==> config.mk <==
export PLATFORM = sky130hd
export DESIGN_NAME = uart_irq_arbiter
export DESIGN_NICKNAME = d
export VERILOG_FILES = /design/src/rtl/uart_irq_pkg.sv /design/src/rtl/uart_irq_te_track.sv /design/src/rtl/uart_irq_src_gate.sv /design/src/rtl/uart_irq_prio.sv /design/src/rtl/uart_irq_arbiter.sv
export SDC_FILE = /design/constraint.sdc
export NUM_CORES = 1
export LEC_CHECK = 0
export ABC_CLOCK_PERIOD_IN_PS = 2100
export BUFFER_PORTS_ARGS = -buffer_cell sky130_fd_sc_hd__buf_2
export CAP_MARGIN = 20
export CELL_PAD_IN_SITES_DETAIL_PLACEMENT = 0
export CELL_PAD_IN_SITES_GLOBAL_PLACEMENT = 1
export CORE_AREA = 4 4 41 43
export CTS_BUF_LIST = sky130_fd_sc_hd__clkbuf_8
export CTS_CLUSTER_SIZE = 24
export DETAILED_ROUTE_END_ITERATION = 10
export DIE_AREA = 0 0 45 47
export PLACE_DENSITY_LB_ADDON = 0.15
export SYNTH_ARGS = -nofsm -noshare
export SYNTH_HDL_FRONTEND = slang
export SYNTH_SLANG_ARGS = --single-unit
export TNS_END_PERCENT = 1
==> constraint.sdc <==
create_clock -name clk -period 2.1 [get_ports clk]
set_clock_uncertainty 0.05 [all_clocks]
set_input_delay 0.525 -clock clk [delete_from_list [all_inputs] [get_ports clk]]
set_output_delay 0.525 -clock clk [all_outputs]
set_load 0.01 [all_outputs]
==> src/rtl/uart_irq_pkg.sv <==
package uart_irq_pkg;

  localparam int ID_W   = 4;
  localparam int CODE_W = 3;

  typedef enum logic [CODE_W-1:0] {
    SRC_NONE = 3'b000,
    SRC_TE   = 3'b001,
    SRC_DA   = 3'b010,
    SRC_LS   = 3'b011,
    SRC_TO   = 3'b110
  } src_code_e;

  typedef struct packed {
    logic ls;
    logic da;
    logic to;
    logic te;
  } src_vec_t;

  function automatic logic [ID_W-1:0] make_id(src_code_e code, logic none_pend);
    return {code, none_pend};
  endfunction

  localparam logic [ID_W-1:0] ID_IDLE = {SRC_NONE, 1'b1};
  localparam logic [ID_W-1:0] ID_TE   = {SRC_TE, 1'b0};

endpackage

==> src/rtl/uart_irq_te_track.sv <==
module uart_irq_te_track (
  input  logic clk,
  input  logic rst_n,
  input  logic thr_empty,
  input  logic clr,
  output logic te_live
);

  logic thr_q, thr_d;
  logic armed_q, armed_d;
  logic rise;

  always_comb begin
    rise    = thr_empty & ~thr_q;
    te_live = (armed_q | rise) & thr_empty & ~clr;
    armed_d = te_live;
    thr_d   = thr_empty;
  end

  always_ff @(posedge clk or negedge rst_n) begin
    if (!rst_n) begin
      thr_q   <= 1'b0;
      armed_q <= 1'b0;
    end else begin
      thr_q   <= thr_d;
      armed_q <= armed_d;
    end
  end

endmodule

==> src/rtl/uart_irq_src_gate.sv <==
module uart_irq_src_gate
  import uart_irq_pkg::*;
#(
  parameter int ERR_W = 4
) (
  input  logic             fifo_mode,
  input  logic             en_thr_empty,
  input  logic             en_rx_data,
  input  logic             en_line_stat,
  input  logic             te_live,
  input  logic             rx_char_present,
  input  logic             rx_at_trigger,
  input  logic             rx_timeout,
  input  logic [ERR_W-1:0] err_flags,
  output src_vec_t         src
);

  logic any_err;
  logic da_cond;

  always_comb begin
    any_err = |err_flags;
    da_cond = fifo_mode ? rx_at_trigger : rx_char_present;
    src.ls  = en_line_stat & any_err;
    src.da  = en_rx_data & da_cond;
    src.to  = en_rx_data & fifo_mode & rx_timeout;
    src.te  = en_thr_empty & te_live;
  end

endmodule

==> src/rtl/uart_irq_prio.sv <==
module uart_irq_prio
  import uart_irq_pkg::*;
(
  input  src_vec_t        src,
  output logic [ID_W-1:0] id_next,
  output logic            any_pend
);

  src_code_e code;

  always_comb begin
    any_pend = |src;
    if (src.ls)      code = SRC_LS;
    else if (src.da) code = SRC_DA;
    else if (src.to) code = SRC_TO;
    else if (src.te) code = SRC_TE;
    else             code = SRC_NONE;
    id_next = make_id(code, ~any_pend);
  end

endmodule

==> src/rtl/uart_irq_arbiter.sv <==
module uart_irq_arbiter
  import uart_irq_pkg::*;
#(
  parameter int ERR_W      = 4,
  parameter int RST_STAGES = 2
) (
  input  logic             clk,
  input  logic             rst_n,
  input  logic             fifo_mode,
  input  logic             en_thr_empty,
  input  logic             en_rx_data,
  input  logic             en_line_stat,
  input  logic             thr_empty,
  input  logic             rx_char_present,
  input  logic             rx_at_trigger,
  input  logic             rx_timeout,
  input  logic [ERR_W-1:0] err_flags,
  input  logic             id_rd,
  output logic             irq,
  output logic [ID_W-1:0]  irq_id,
  output logic             rx_ready
);

  localparam int SYNC_LAST = RST_STAGES - 1;

  logic [SYNC_LAST:0] rst_pipe;
  logic               rst_s;

  generate
    if (RST_STAGES == 1) begin : g_sync1
      always_ff @(posedge clk or negedge rst_n) begin
        if (!rst_n) rst_pipe <= '0;
        else        rst_pipe <= 1'b1;
      end
    end else begin : g_syncn
      always_ff @(posedge clk or negedge rst_n) begin
        if (!rst_n) rst_pipe <= '0;
        else        rst_pipe <= {rst_pipe[SYNC_LAST-1:0], 1'b1};
      end
    end
  endgenerate

  assign rst_s = rst_pipe[SYNC_LAST];

  logic            te_clr;
  logic            te_live;
  src_vec_t        src;
  logic [ID_W-1:0] id_d;
  logic            pend_d;
  logic            irq_d;
  logic            rdy_d;

  always_comb begin
    te_clr = id_rd & (irq_id == ID_TE);
  end

  uart_irq_te_track u_te (
    .clk       (clk),
    .rst_n     (rst_s),
    .thr_empty (thr_empty),
    .clr       (te_clr),
    .te_live   (te_live)
  );

  uart_irq_src_gate #(.ERR_W(ERR_W)) u_gate (
    .fifo_mode       (fifo_mode),
    .en_thr_empty    (en_thr_empty),
    .en_rx_data      (en_rx_data),
    .en_line_stat    (en_line_stat),
    .te_live         (te_live),
    .rx_char_present (rx_char_present),
    .rx_at_trigger   (rx_at_trigger),
    .rx_timeout      (rx_timeout),
    .err_flags       (err_flags),
    .src             (src)
  );

  uart_irq_prio u_prio (
    .src      (src),
    .id_next  (id_d),
    .any_pend (pend_d)
  );

  always_comb begin
    irq_d = pend_d;
    rdy_d = rx_char_present;
  end

  always_ff @(posedge clk or negedge rst_s) begin
    if (!rst_s) begin
      irq      <= 1'b0;
      irq_id   <= ID_IDLE;
      rx_ready <= 1'b0;
    end else begin
      irq      <= irq_d;
      irq_id   <= id_d;
      rx_ready <= rdy_d;
    end
  end

endmodule

Word level (Yosys, flattened, before mapping):

Cells that the tools add are included.

* bitwise logic cells: 13
* multiplexer cells: 5
* equal/unequal tests: 1
* reductions and logical operators: 2

Operator list (number)
* 1-bit bitwise AND: 9
* 3-bit 2-to-1 mux: 3
* 4-bit OR reduction: 2
* 4-bit by 2-bit == test with 1-bit output, second input constant: 1
* 1-bit inverter: 3
* 1-bit 2-to-1 mux: 2
* 1-bit OR: 1

* input bits: 15
* flip-flop bits (word level): 10
* output and inout bits: 6
* word-level logic and storage cells: 27

Logic depth before layout (Yosys ltp):

* depth in word-level cells: 10
* gate-level depth with buffers: 3
* mapped depth without buffers: 3

Cells and area by module:

Synthesis repeated with hierarchy kept, for this count alone.

* cells, all modules: 26
* area total of the unflattened synthesis: 379.1 µm²

By module, submodules not included
* uart_irq_arbiter: area each 222.7 µm², instances 1, sequential area each 201.4 µm², cells an instance 11
* uart_irq_te_track: area each 76.3 µm², instances 1, sequential area each 50.0 µm², cells an instance 4
* uart_irq_prio: area each 40.0 µm², instances 1, sequential area each 0.0 µm², cells an instance 6
* uart_irq_src_gate: area each 40.0 µm², instances 1, sequential area each 0.0 µm², cells an instance 5

Worst setup path after synthesis:

Ideal clock, no wire load.

* kind: input -> register
* start point: input port err_flags[3]
* end point: register irq
* path slack: 766 ps
* stages: 3
* arrival: 1166 ps
* setup time: 118 ps
* buffers on the path: 0
* required time: 1932 ps
* cells stage by stage: o41ai_4 o21ai_2 a21o_1

* longest elaborated chain between the ends: 3

RTL lines
* start, declared: RTL line uart_irq_arbiter.sv:17 `input logic [ERR_W-1:0] err_flags,`
* 4-bit OR reduction: RTL line uart_irq_src_gate.sv:22 `any_err = |err_flags;`
* 1-bit bitwise AND: RTL line uart_irq_src_gate.sv:24 `src.ls = en_line_stat & any_err;`
* 4-bit OR reduction: RTL line uart_irq_prio.sv:12 `any_pend = |src;`
* named net irq_d: RTL line uart_irq_arbiter.sv:50 `logic irq_d;`
* end signal, assigned: RTL line uart_irq_arbiter.sv:95 `irq <= irq_d;`
* end, declared: RTL line uart_irq_arbiter.sv:19 `output logic irq,`

The timed path passes the listed nets, and every way through them passes these cells.

Worst setup path in the final report:

* start point: register irq_id[0]
* end point: output port irq_id[0]

RTL lines
* start, declared: RTL line uart_irq_arbiter.sv:20 `output logic [ID_W-1:0] irq_id,`
* start signal, assigned: RTL line uart_irq_arbiter.sv:96 `irq_id <= id_d;`

No word-level cell between the ends.

==> flow_summary.json <==
{
  "path_clk_slew_ns": 0.04,
  "fmax_mhz": 687,
  "vias": 292,
  "diodes": 0,
  "start_kind": "flip-flop",
  "ys_warn_count": 0,
  "crit_slowest_cell": "dfstp_2",
  "first_pass_iters": 2,
  "numCtsBuffers": 3,
  "fin_cells": 66,
  "antenna_left": 0,
  "cp_data_required_time_ns": 1.52,
  "cts.root.buffer_cell": "clkbuf_8",
  "core_um2": 1300,
  "drcViolationCount": 0,
  "cts_tree": "yes",
  "path_cells": "buf_2",
  "multi_input_area_um2": 140,
  "synth-seq-area-share": 0.636,
  "numPortBuffers": 20,
  "synth_top_family_by_area": "compound AO/OA/AOI/OAI gates",
  "hp-class": "in2async",
  "p_leak_nw": 0.284,
  "synthAdderAreaFrac": 0,
  "drt-initial-drc-count": 1,
  "synth_area_um2": 395,
  "crit_path_max_fanout": 3,
  "peakVddDrop_mv": 0.336,
  "worstSetupPathType": "reg2out",
  "syn_avg_cell_area_um2": 14.6,
  "cap_violations": 0,
  "synth_edf_count": 0,
  "ys.flop_type": "dfrtp_1",
  "synthMuxAreaShare": 0,
  "fin_nets": 67,
  "status": "finished, final reports clean",
  "synth_commonest_cells": "9 x dfrtp_1, 3 x nor2_1, 2 x nand2_1",
  "grt-ovfl-total": 0,
  "synth_cell_types": 16,
  "core.rowCount": 13,
  "hold_buffers": 0,
  "synth_area_leaders": "dfrtp_1 57%, o41ai_4 7.0%, dfstp_2 6.6%",
  "die-area_um2": 2120,
  "report.final.slew_viol_count": 0,
  "p_per_area_nw_per_um2": 822,
  "synth-async-reset-ratio": 1.00,
  "clockBufferDepth": 2,
  "area_delta_synth_final_pct": 41.5,
  "antenna_found_initial": 0,
  "gp_congestion": 0.684,
  "synthSimpleGateAreaFrac": 0.139,
  "layout_min_cycle_time_ns": 1.46,
  "post_drt_wl_per_cell_um": 13.0,
  "die_y_um": 47,
  "drt-total-wl_um": 858,
  "post-cts-setup-buffers": 0,
  "grt_start_max_net_pins": 9,
  "setup_viol": 0,
  "cp_slowest_stage_delay_ns": 0.53,
  "ys_ff_latch": 10,
  "yosysMostFrequentCell": "dfrtp_1",
  "synthCells": 27,
  "clkLatencyLatePin_ns": 0.23,
  "htreeDepth": 1,
  "hold_viol": 0,
  "synth_compound_area_frac": 0.206,
  "via_per_inst": 4.42,
  "die_w_um": 45,
  "fillers": 132,
  "hpwl_um": 755,
  "first_global_vias": 321,
  "cp_data_arrival_time_ns": 0.88,
  "critPathBufInv": 1,
  "synthesis.nets": 42,
  "cts_resized": 0,
  "ios": 21,
  "crit_family": "flip-flops",
  "regArea_um2": 251,
  "synth-xor-area-share": 0,
  "setup_tns_ns": 0,
  "finalCritPeriodShare": 0.693,
  "synth.top_cell.area_share": 0.570,
  "drive_gt1_frac": 0.569,
  "start_util": 0.304,
  "grt_pass1_wl_um": 1370,
  "dp_cells": 62,
  "track_usage": 0.0992,
  "yosysTopAreaCell": "dfrtp_1",
  "worst_setup_path_end_kind": "output pin",
  "numClockSinks": 10,
  "rsz0062_at_grt": "false"
}
[path summary, 6_finish.rpt]
| check | start | end | slack [ns] | depth (start not counted) |
|---|---|---|---|---|
| min in group clk | rst_pipe[0]$_DFF_PN0_ | rst_pipe[1]$_DFF_PN0_ | 0.30 | 0 |
| worst max register to register | irq_id[2]$_DFF_PN0_ | irq$_DFF_PN0_ | 0.90 | 3 |
| max in group asynchronous | rst_pipe[1]$_DFF_PN0_ | irq_id[0]$_DFF_PN1_ | 1.63 | 0 |
| worst min-delay path | rst_n | rst_pipe[1]$_DFF_PN0_ | 0.02 | 1 |
| worst max-delay path | irq_id[0]$_DFF_PN1_ | irq_id[0] | 0.64 | 1 |
| worst min register to register | rst_pipe[1]$_DFF_PN0_ | irq_id[2]$_DFF_PN0_ | 0.08 | 0 |
[layer usage]
layer / vias up / routed length (µm) / GRT usage
li1: 143 / - / -
met1: 136 / 309 / 0.0920
met2: 13 / 461 / 0.164
met3: 0 / 88 / 0.0575
met4: 0 / 0 / 0.0702
met5: - / 0 / 0
[report_power, final]
part	switching, mW	leakage (nW)	internal (mW)
registers	0.00727	0.117	0.207
clock network	0.0672	0.0269	0.127
logic	0.0260	0.140	0.0254
[stage by stage]
step | power [mW] | setup slack [ns] | utilization | hold WS (ns) | instance area (µm²)
CTS | 0.468 | 0.632 | 0.430 | 0.0184 | 559
finish | 0.460 | 0.644 | 0.430 | 0.0234 | 559
global route | 0.484 | 0.600 | 0.430 | 0.0117 | 559
floorplan | 0.238 | 0.766 | - | 0.0439 | 395
global placement | 0.267 | 0.597 | 0.395 | 0.0798 | 514
detailed placement | 0.270 | 0.544 | 0.395 | 0.0876 | 514
[cells in the final DEF (no fill, tap or decap)]
cell	count
a21oi_1	1
nand4bb_1	1
buf_2	20
nor3b_2	1
nor2_1	3
dfrtp_1	9
conb_1	1
o41ai_4	1
inv_1	2
dfstp_2	1
o221a_2	1
o41ai_2	1
o21ai_0	1
o21ai_2	1
nand2_1	2
and4bb_1	1
clkbuf_8	3
a21o_1	1
[state kept, by name, summed over array words and instances, names as in the netlist]
| register | flops |
|---|---|
| u_te.thr_q | 1 |
| irq | 1 |
| irq_id | 4 |
| u_te.armed_q | 1 |
| rx_ready | 1 |
| rst_pipe | 2 |
[cell type report]
type,count,share of cell area
clock inverters,1,0.00671
clock buffers,3,0.0738
well taps,15,0.0336
multi-input cells,16,0.251
flip-flops and latches,10,0.450
inverters,1,0.00671
repair buffers,20,0.179
[logic make-up (layout without fill, tap and decap cells)]
group / count (synthesis) / count (layout)
other: 1 / 1
flip-flops: 10 / 10
buffers and inverters: 1 / 25
AO/OA/AOI/OAI: 7 / 7
AND/OR/NAND/NOR: 8 / 8
(Power assumes the default switching activity.)
